`src/rtl/ecc_pkg.sv`:
```
package ecc_pkg;

    localparam int DW    = 32;
    localparam int CW    = 39;
    localparam int NBYTE = DW / 8;
    localparam int NCHK  = 6;
    localparam int HTOP  = CW - 1;

    typedef enum logic [1:0] {S_IDLE, S_READ, S_MERGE} rmw_state_e;

    typedef struct packed {
        logic [DW-1:0] data;
        logic          sgl;
        logic          dbl;
    } ecc_dec_t;

    function automatic logic [CW-1:0] ecc_encode(input logic [DW-1:0] d);
        logic [CW-1:0] cw;
        int k;
        cw = '0;
        k  = 0;
        for (int p = 1; p <= HTOP; p++) begin
            if ((p & (p - 1)) != 0) begin
                cw[6'(p)] = d[5'(k)];
                k++;
            end
        end
        for (int b = 0; b < NCHK; b++) begin
            logic x;
            x = 1'b0;
            for (int p = 1; p <= HTOP; p++)
                if (((p >> b) & 1) != 0) x = x ^ cw[6'(p)];
            cw[6'(1 << b)] = x;
        end
        cw[0] = ^cw[CW-1:1];
        return cw;
    endfunction

    function automatic ecc_dec_t ecc_decode(input logic [CW-1:0] cw);
        ecc_dec_t r;
        logic [5:0] syn;
        logic par;
        logic [CW-1:0] fx;
        int k;
        syn = '0;
        for (int p = 1; p <= HTOP; p++)
            if (cw[6'(p)]) syn = syn ^ 6'(p);
        par = ^cw;
        fx  = cw;
        r.sgl = 1'b0;
        r.dbl = 1'b0;
        if (par) begin
            if (syn > 6'(HTOP)) r.dbl = 1'b1;
            else begin
                r.sgl = 1'b1;
                if (syn != 0) fx[syn] = ~fx[syn];
            end
        end else if (syn != 0) begin
            r.dbl = 1'b1;
        end
        k = 0;
        r.data = '0;
        for (int p = 1; p <= HTOP; p++) begin
            if ((p & (p - 1)) != 0) begin
                r.data[5'(k)] = fx[6'(p)];
                k++;
            end
        end
        return r;
    endfunction

    function automatic logic [DW-1:0] byte_overlay(input logic [DW-1:0] base,
                                                   input logic [DW-1:0] nw,
                                                   input logic [NBYTE-1:0] m);
        logic [DW-1:0] r;
        r = base;
        for (int i = 0; i < NBYTE; i++)
            if (m[i]) r[i*8 +: 8] = nw[i*8 +: 8];
        return r;
    endfunction

endpackage

```
`src/rtl/ecc_word_array.sv`:
```
module ecc_word_array
    import ecc_pkg::*;
#(
    parameter int DEPTH = 16,
    localparam int AW = $clog2(DEPTH)
)(
    input  logic          clk,
    input  logic          rst,
    input  logic          we,
    input  logic [AW-1:0] waddr,
    input  logic [CW-1:0] wcode,
    input  logic [AW-1:0] raddr_a,
    output logic [CW-1:0] rcode_a,
    input  logic [AW-1:0] raddr_b,
    output logic [CW-1:0] rcode_b
);
    logic [CW-1:0] mem [DEPTH];

    always_ff @(posedge clk) begin
        if (rst) begin
            for (int i = 0; i < DEPTH; i++) mem[i] <= '0;
        end else if (we) begin
            mem[waddr] <= wcode;
        end
    end

    assign rcode_a = mem[raddr_a];
    assign rcode_b = mem[raddr_b];

    // a write lands in the addressed word on the next cycle
    p_write_lands_r9: assert property (@(posedge clk) disable iff (rst)
        we |=> mem[$past(waddr)] == $past(wcode));
endmodule

```
`src/rtl/ecc_merge_buf.sv`:
```
module ecc_merge_buf
    import ecc_pkg::*;
#(
    parameter int AW = 4
)(
    input  logic             clk,
    input  logic             rst,
    input  logic             load,
    input  logic             commit,
    input  logic [AW-1:0]    in_addr,
    input  logic [NBYTE-1:0] in_be,
    input  logic [DW-1:0]    in_data,
    output logic             bv,
    output logic [AW-1:0]    baddr,
    output logic [NBYTE-1:0] bmask,
    output logic [DW-1:0]    bdata,
    output logic             bfull
);
    always_ff @(posedge clk) begin
        if (rst) begin
            bv    <= 1'b0;
            baddr <= '0;
            bmask <= '0;
            bdata <= '0;
        end else if (commit || (load && !bv)) begin
            bv <= load;
            if (load) begin
                baddr <= in_addr;
                bmask <= in_be;
                bdata <= in_data;
            end
        end else if (load) begin
            bmask <= bmask | in_be;
            bdata <= byte_overlay(bdata, in_data, in_be);
        end
    end

    assign bfull = bv && (bmask == {NBYTE{1'b1}});

    // a held entry always owns at least one byte
    p_mask_nonzero_r6: assert property (@(posedge clk) disable iff (rst)
        bv |-> bmask != '0);
    // a merge into a held entry keeps its address
    p_merge_same_word_r6: assert property (@(posedge clk) disable iff (rst)
        (load && bv && !commit) |=> (bv && baddr == $past(baddr)));
endmodule

```
`src/rtl/ecc_rmw_store.sv`:
```
module ecc_rmw_store
    import ecc_pkg::*;
#(
    parameter int DEPTH = 16,
    localparam int AW = $clog2(DEPTH)
)(
    input  logic             clk,
    input  logic             rst,
    input  logic             st_valid,
    output logic             st_ready,
    input  logic [AW-1:0]    st_addr,
    input  logic [NBYTE-1:0] st_be,
    input  logic [DW-1:0]    st_data,
    input  logic             flush,
    input  logic [CW-1:0]    inj_flip,
    input  logic             rd_en,
    input  logic [AW-1:0]    rd_addr,
    output logic             rd_ack,
    output logic [DW-1:0]    rd_data,
    output logic             rd_corrected,
    output logic             rd_uncorrectable,
    output logic             rmw_abort
);
    rmw_state_e       state_q;
    logic             idle, st_fire, commit, commit_full, commit_part;
    logic             bv, bfull;
    logic [AW-1:0]    baddr;
    logic [NBYTE-1:0] bmask;
    logic [DW-1:0]    bdata;
    logic [AW-1:0]    r_addr;
    logic [NBYTE-1:0] r_mask;
    logic [DW-1:0]    r_data;
    logic [CW-1:0]    r_code, arr_code_a, arr_code_b, arr_wcode, enc_word;
    logic             arr_we;
    logic [AW-1:0]    arr_waddr;
    ecc_dec_t         mdec, rdec, wchk;
    logic [DW-1:0]    merged, rd_view;

    assign idle        = (state_q == S_IDLE);
    assign st_ready    = idle;
    assign st_fire     = st_valid && idle && (st_be != '0);
    assign commit      = idle && bv && (bfull || flush || (st_fire && st_addr != baddr));
    assign commit_full = commit && bfull;
    assign commit_part = commit && !bfull;

    ecc_merge_buf #(.AW(AW)) u_buf (
        .clk(clk), .rst(rst), .load(st_fire), .commit(commit),
        .in_addr(st_addr), .in_be(st_be), .in_data(st_data),
        .bv(bv), .baddr(baddr), .bmask(bmask), .bdata(bdata), .bfull(bfull)
    );

    ecc_word_array #(.DEPTH(DEPTH)) u_arr (
        .clk(clk), .rst(rst), .we(arr_we), .waddr(arr_waddr), .wcode(arr_wcode),
        .raddr_a(r_addr), .rcode_a(arr_code_a),
        .raddr_b(rd_addr), .rcode_b(arr_code_b)
    );

    // read-modify-write sequencer
    always_ff @(posedge clk) begin
        if (rst) begin
            state_q   <= S_IDLE;
            r_addr    <= '0;
            r_mask    <= '0;
            r_data    <= '0;
            r_code    <= '0;
            rmw_abort <= 1'b0;
        end else begin
            rmw_abort <= (state_q == S_MERGE) && mdec.dbl;
            unique case (state_q)
                S_IDLE: if (commit_part) begin
                    state_q <= S_READ;
                    r_addr  <= baddr;
                    r_mask  <= bmask;
                    r_data  <= bdata;
                end
                S_READ: begin
                    r_code  <= arr_code_a;
                    state_q <= S_MERGE;
                end
                default: state_q <= S_IDLE;
            endcase
        end
    end

    always_comb begin
        mdec      = ecc_decode(r_code);
        merged    = byte_overlay(mdec.data, r_data, r_mask);
        enc_word  = ecc_encode(commit_full ? bdata : merged);
        arr_we    = commit_full || ((state_q == S_MERGE) && !mdec.dbl);
        arr_waddr = commit_full ? baddr : r_addr;
        arr_wcode = enc_word ^ inj_flip;
        wchk      = ecc_decode(enc_word);
    end

    // read port: stored word, then in-flight bytes, then buffered bytes
    always_comb begin
        rdec    = ecc_decode(arr_code_b);
        rd_view = rdec.data;
        if (!idle && r_addr == rd_addr) rd_view = byte_overlay(rd_view, r_data, r_mask);
        if (bv && baddr == rd_addr)     rd_view = byte_overlay(rd_view, bdata, bmask);
    end

    always_ff @(posedge clk) begin
        if (rst) begin
            rd_ack           <= 1'b0;
            rd_data          <= '0;
            rd_corrected     <= 1'b0;
            rd_uncorrectable <= 1'b0;
        end else begin
            rd_ack <= rd_en;
            if (rd_en) begin
                rd_data          <= rd_view;
                rd_corrected     <= rdec.sgl;
                rd_uncorrectable <= rdec.dbl;
            end
        end
    end

    // every freshly encoded codeword decodes clean
    p_encode_clean_r1: assert property (@(posedge clk) disable iff (rst)
        arr_we |-> (!wchk.sgl && !wchk.dbl));
    // a full-mask commit never enters the read sequence
    p_full_no_read_r4: assert property (@(posedge clk) disable iff (rst)
        commit_full |=> state_q == S_IDLE);
    // a partial commit enters the read sequence
    p_partial_reads_r5: assert property (@(posedge clk) disable iff (rst)
        commit_part |=> (state_q == S_READ && !st_ready));
    // the sequence lasts exactly two cycles
    p_rmw_len_r5: assert property (@(posedge clk) disable iff (rst)
        (state_q == S_MERGE) |=> st_ready);
    // a double error blocks the write and pulses abort once
    p_abort_no_write_r8: assert property (@(posedge clk) disable iff (rst)
        ((state_q == S_MERGE) && mdec.dbl) |-> (!arr_we ##1 rmw_abort));
    p_abort_pulse_r8: assert property (@(posedge clk) disable iff (rst)
        rmw_abort |=> !rmw_abort);
    // read answers one cycle later
    p_read_ack_r7: assert property (@(posedge clk) disable iff (rst)
        rd_en |=> rd_ack);
endmodule

```
`config.mk`:
```
export PLATFORM = sky130hd
export DESIGN_NAME = ecc_rmw_store
export DESIGN_NICKNAME = d
export VERILOG_FILES = /design/src/rtl/ecc_pkg.sv /design/src/rtl/ecc_word_array.sv /design/src/rtl/ecc_merge_buf.sv /design/src/rtl/ecc_rmw_store.sv
export SDC_FILE = /design/constraint.sdc
export NUM_CORES = 1
export LEC_CHECK = 0
export BUFFER_PORTS_ARGS = -buffer_cell sky130_fd_sc_hd__buf_2
export CORE_UTILIZATION = 55
export DETAILED_ROUTE_END_ITERATION = 6
export HOLD_SLACK_MARGIN = 0.08
export PLACE_DENSITY = 0.72
export REMOVE_ABC_BUFFERS = 1
export SLEW_MARGIN = 20
export SYNTH_ARGS = -nofsm -noshare
export SYNTH_HDL_FRONTEND = slang
export SYNTH_SLANG_ARGS = --single-unit
```
`constraint.sdc`:
```
create_clock -name clk -period 4.6 [get_ports clk]
set_input_delay 0.92 -clock clk [delete_from_list [all_inputs] [get_ports clk]]
set_output_delay 0.92 -clock clk [all_outputs]
set_load 0.02 [all_outputs]
```
==> impl.org <==
** Synthesis
- In the synthesized netlist the async set-or-reset flop fraction comes to 0.
- Yosys mapped a number of flops with a built-in enable equal to between 400 and 500.
- Cell taking the most area after synthesis :: sky130_fd_sc_hd__edfxtp_1
- Count of synthesis-stage warnings from yosys :: 0
- By count the netlist is led by 448 x sky130_fd_sc_hd__edfxtp_1, 376 x sky130_fd_sc_hd__nor2_1, 252 x sky130_fd_sc_hd__mux4_2, 235 x sky130_fd_sc_hd__nand2_1, 181 x sky130_fd_sc_hd__and3_1.
- Post-Syn Area :: 0.0317 mm²
- Syn Area/Cell :: about 13 µm²
- Most used flip-flop cell after synthesis :: sky130_fd_sc_hd__edfxtp_1
- Sorting the synthesized cells by area gives the leading types as sky130_fd_sc_hd__edfxtp_1 42%, sky130_fd_sc_hd__mux4_2 18%, sky130_fd_sc_hd__dfxtp_1 9.3%.
- Of the synthesized area, sequential elements account for 0.517.
- The share of synthesized area in the top cell type comes to 0.424.
- Most instantiated library cell after synthesis :: sky130_fd_sc_hd__edfxtp_1
- The cell count after synthesis came out at about 2500.
- Netlist cell types :: 73
- After synthesis the netlist holds a flip-flop and latch count of around 600.

** Detailed routing
- The first routing iteration left 2953 violations.
- Wirelength, routed :: 96900 µm
- For this run, design rule violations remaining after detail routing come to 0.
- Via-to-Cell Ratio :: approximately 6.7
- ANT nets after route :: 0
- Before antenna repair, the detailed router went through 6 iterations.
- Average detailed-routed wire length per instance :: 27.5 µm
- Vias after detailed routing :: around 24000

** Pwr
- The share of total power dissipated in combinational logic is 0.239.
- Summed over all cells, the static leakage comes to 13.9 nW.
- Clock network fraction of total power :: 0.347
- Of the total power, the share spent switching nets is 0.284.
- Switching power :: between 4 and 5 mW
- The worst-case IR drop observed on VDD is approximately 0.48 mV.
- Power spread over the standard cell area amounts to between 400 and 500 mW/mm².
- Sequential Power Share :: 0.415
- The internal power of the cells totals approximately 11 mW.

** Critical path
- STA puts the critical path data required time at 5110 ps.
- Launching instance or port of the critical path :: rd_addr[0]
- Counting cells, the worst reg-to-reg path comes to 14.
- Along the worst path, the maximum fanout reaches 18.
- Worst reg2reg path startpoint :: r_code[15]
- STA puts the critical path data arrival time at between 4000 and 5000 ps.
- The critical path is of the in2reg type.
- The worst setup path is launched from an input port.
- STA classifies the critical path endpoint as a register.

** Timing
- The worst pin sits at a relative slew slack of 0.346.
- Final worst clock skew :: 27.7 ps
- For this run, the top clock speed supported by timing is about 0.23 GHz.
- Of the available clock period, the critical path in the final layout requires 0.946.
- Worst hold slack after final layout :: 454 ps
- Final Hold Vio Count :: 0
- Sum of negative setup slack :: 0 ps
- Once routing completed, OpenROAD measured the worst setup slack at 250 ps.
- RSZ-0062 raised after global routing :: no
- Pins Over Slew Limit :: 0
- Final setup vio count :: 0
- Clock period minus final worst setup slack :: 4350 ps
- At the pin with the least slew margin, the transition time is 977 ps.

** Clock network
- In this run the deepest clock path goes through 3 buffers.
- Number of buffers inserted during clock tree synthesis :: 60
- Clock tree synthesis selected as its root buffer the cell sky130_fd_sc_hd__clkbuf_16.
- Num Clock Sinks :: between 500 and 600
- Deepest level of the CTS H-tree :: 2
- Clock tree from TritonCTS :: yes
- Clock latency on the worst-skew pair, taken at its later pin, is approximately 650 ps.
- After clock tree synthesis, the clock-pin slew on the worst setup and hold paths is 60 ps.
- Buffers inserted by post-CTS timing repair :: 0

** Placed design
- Input and output buffers added on the ports amount to around 110.
- Final HPWL from detailed placement :: 63400 µm
- Place WS :: -434 ps
- The congestion estimate from routability-driven global placement came to between 0.9 and 1.
- Counting tap cells, the placed design contains a total of 3411 instances.

** Floorplan
- For this configuration, the core starts out at a cell density of 0.560.
- The die covers 0.0587 mm².
- Die Y :: between 200 and 250 µm
- Placeable core area :: around 0.057 mm²
- Pin placement for this block handled 125 I/O pins.
- The die is 242 µm wide.
- Number of cell rows :: slightly below 90

** Min path
- The worst hold path passes through 2 cells.
- Launch instance of the worst min-delay path :: r_data[20]
- The tightest min-delay check is of the reg2reg type.

** Layout
- Net total in the final layout :: 2805
- Antenna cells :: 0
- In the final layout, the share of cells above drive strength 1 is 0.271.
- Post-Layout Cell Count :: around 3500
- Final core utilization :: 0.643
- The area growth from synthesis to layout is 14.9%.

** GRT
- Initial antenna violation count :: 3
- Via count of the first global-routing pass :: between 20000 and 25000
- In the global route stage, overall resource usage came out at 0.327.
- Overflow after GRT :: 0
- Entering global routing, the biggest net connects approximately 70 pins.
- First-pass GRT wire length :: 143000 µm

** Flow run
- Max cap viols :: 0

** Outcome
- Run status :: complete, no violations
[path summary, 6_finish.rpt]
path,endpoint,slack [ps]
worst max-delay path,rd_data[1],250
worst min-delay path,r_data[20],450
worst max register to register,u_arr.mem[6][33],500
worst min register to register,r_data[20],450
[power groups by stage]
stage | Combinational (mW) | Clock, mW | Sequential [mW]
after floorplan | 1.94 | 0 | 6.24
after detailed placement | 3.47 | 0 | 6.24
after CTS | 3.49 | 5.15 | 6.13
final | 3.53 | 5.13 | 6.13
after global placement | 3.40 | 0 | 6.21
after global routing | 3.73 | 5.35 | 6.15
[cell families (layout without fill, tap and decap cells)]
group,after synthesis,after routing,synth area share
xor+xnor,122,122,0.0417
compound gates,288,288,0.0594
flops,595,595,0.517
mux,353,353,0.211
fa+ha+maj,2,2,0.000631
simple gates,936,936,0.137
buf+inv,235,471,0.0335
[layout by cell type (no fill, tap or decap), drive strengths merged, types with 4 or more instances in the layout]
master,instances
a211o,6
a211oi,26
a21oi,88
a221oi,8
a22oi,55
a31o,6
a31oi,20
and2,34
and3,181
buf,342
bufinv,6
clkbuf,80
clkinv,23
dfxtp,147
edfxtp,448
inv,19
mux2,8
mux2i,93
mux4,252
nand2,237
nand2b,33
nand3,14
nand3b,11
nor2,376
nor2b,15
nor3,14
nor3b,5
nor4,5
o211ai,4
o21ai,35
o22ai,9
o31ai,13
xnor2,78
xnor3,11
xor2,32
[layout make-up]
type / count / area [µm²]
clock buffer: 80 / 1740
tap: 756 / 946
sequential: 595 / 16400
inverter: 17 / 63.8
clock inverter: 32 / 322
multi-input combinational: 1701 / 14400
fill: 4072 / 20200
timing repair buffer: 342 / 2590
[worst max-delay path: stages]
cell                      delay [ps]
sky130_fd_sc_hd__buf_6           260
sky130_fd_sc_hd__buf_4           270
sky130_fd_sc_hd__mux4_2          510
sky130_fd_sc_hd__a22oi_1         310
sky130_fd_sc_hd__nand2_1         290
sky130_fd_sc_hd__xor2_1          450
sky130_fd_sc_hd__xnor2_4         130
sky130_fd_sc_hd__buf_4           180
sky130_fd_sc_hd__xnor2_1         250
sky130_fd_sc_hd__buf_4           170
sky130_fd_sc_hd__mux2i_1         270
sky130_fd_sc_hd__buf_4           180
sky130_fd_sc_hd__nand3_1         140
sky130_fd_sc_hd__nor2_1          170
sky130_fd_sc_hd__mux2i_1         240
sky130_fd_sc_hd__a21oi_1          90
[per-stage QoR]
step,total power [mW],area [µm²]
final,14.8,36500
after global routing,15.2,36500
after CTS,14.8,36400
after detailed placement,9.71,34400
after global placement,9.61,34400
after floorplan,8.18,30700
[repair_timing]
| action | in CTS | in global routing |
|---|---|---|
| resized for setup | 0 | 1 |
| hold buffers | 0 | 0 |
| endpoints found under the setup margin | 0 | 1 |
[state kept, by name, indices dropped and copies added (netlist names)]
register          cells
r_addr                4
u_buf.bdata          32
rd_data              32
u_buf.bmask           4
r_data               32
r_mask                4
rd_uncorrectable      1
rd_corrected          1
state_q               2
rd_ack                1
u_buf.bv              1
rmw_abort             1
r_code               28
u_arr.mem           448
u_buf.baddr           4
[routing by layer]
layer | GRT usage | part of all wire | wire length (µm) | vias up
met3 | 0.104 | 0.14 | 13200 | 341
met2 | 0.518 | 0.47 | 45200 | 1705
met4 | 0.144 | 0.048 | 4670 | 4
li1 | - | - | - | 9882
met5 | 0 | 0.00029 | 28 | -
met1 | 0.413 | 0.35 | 33800 | 11640
Power figures use the tool's default switching activity.
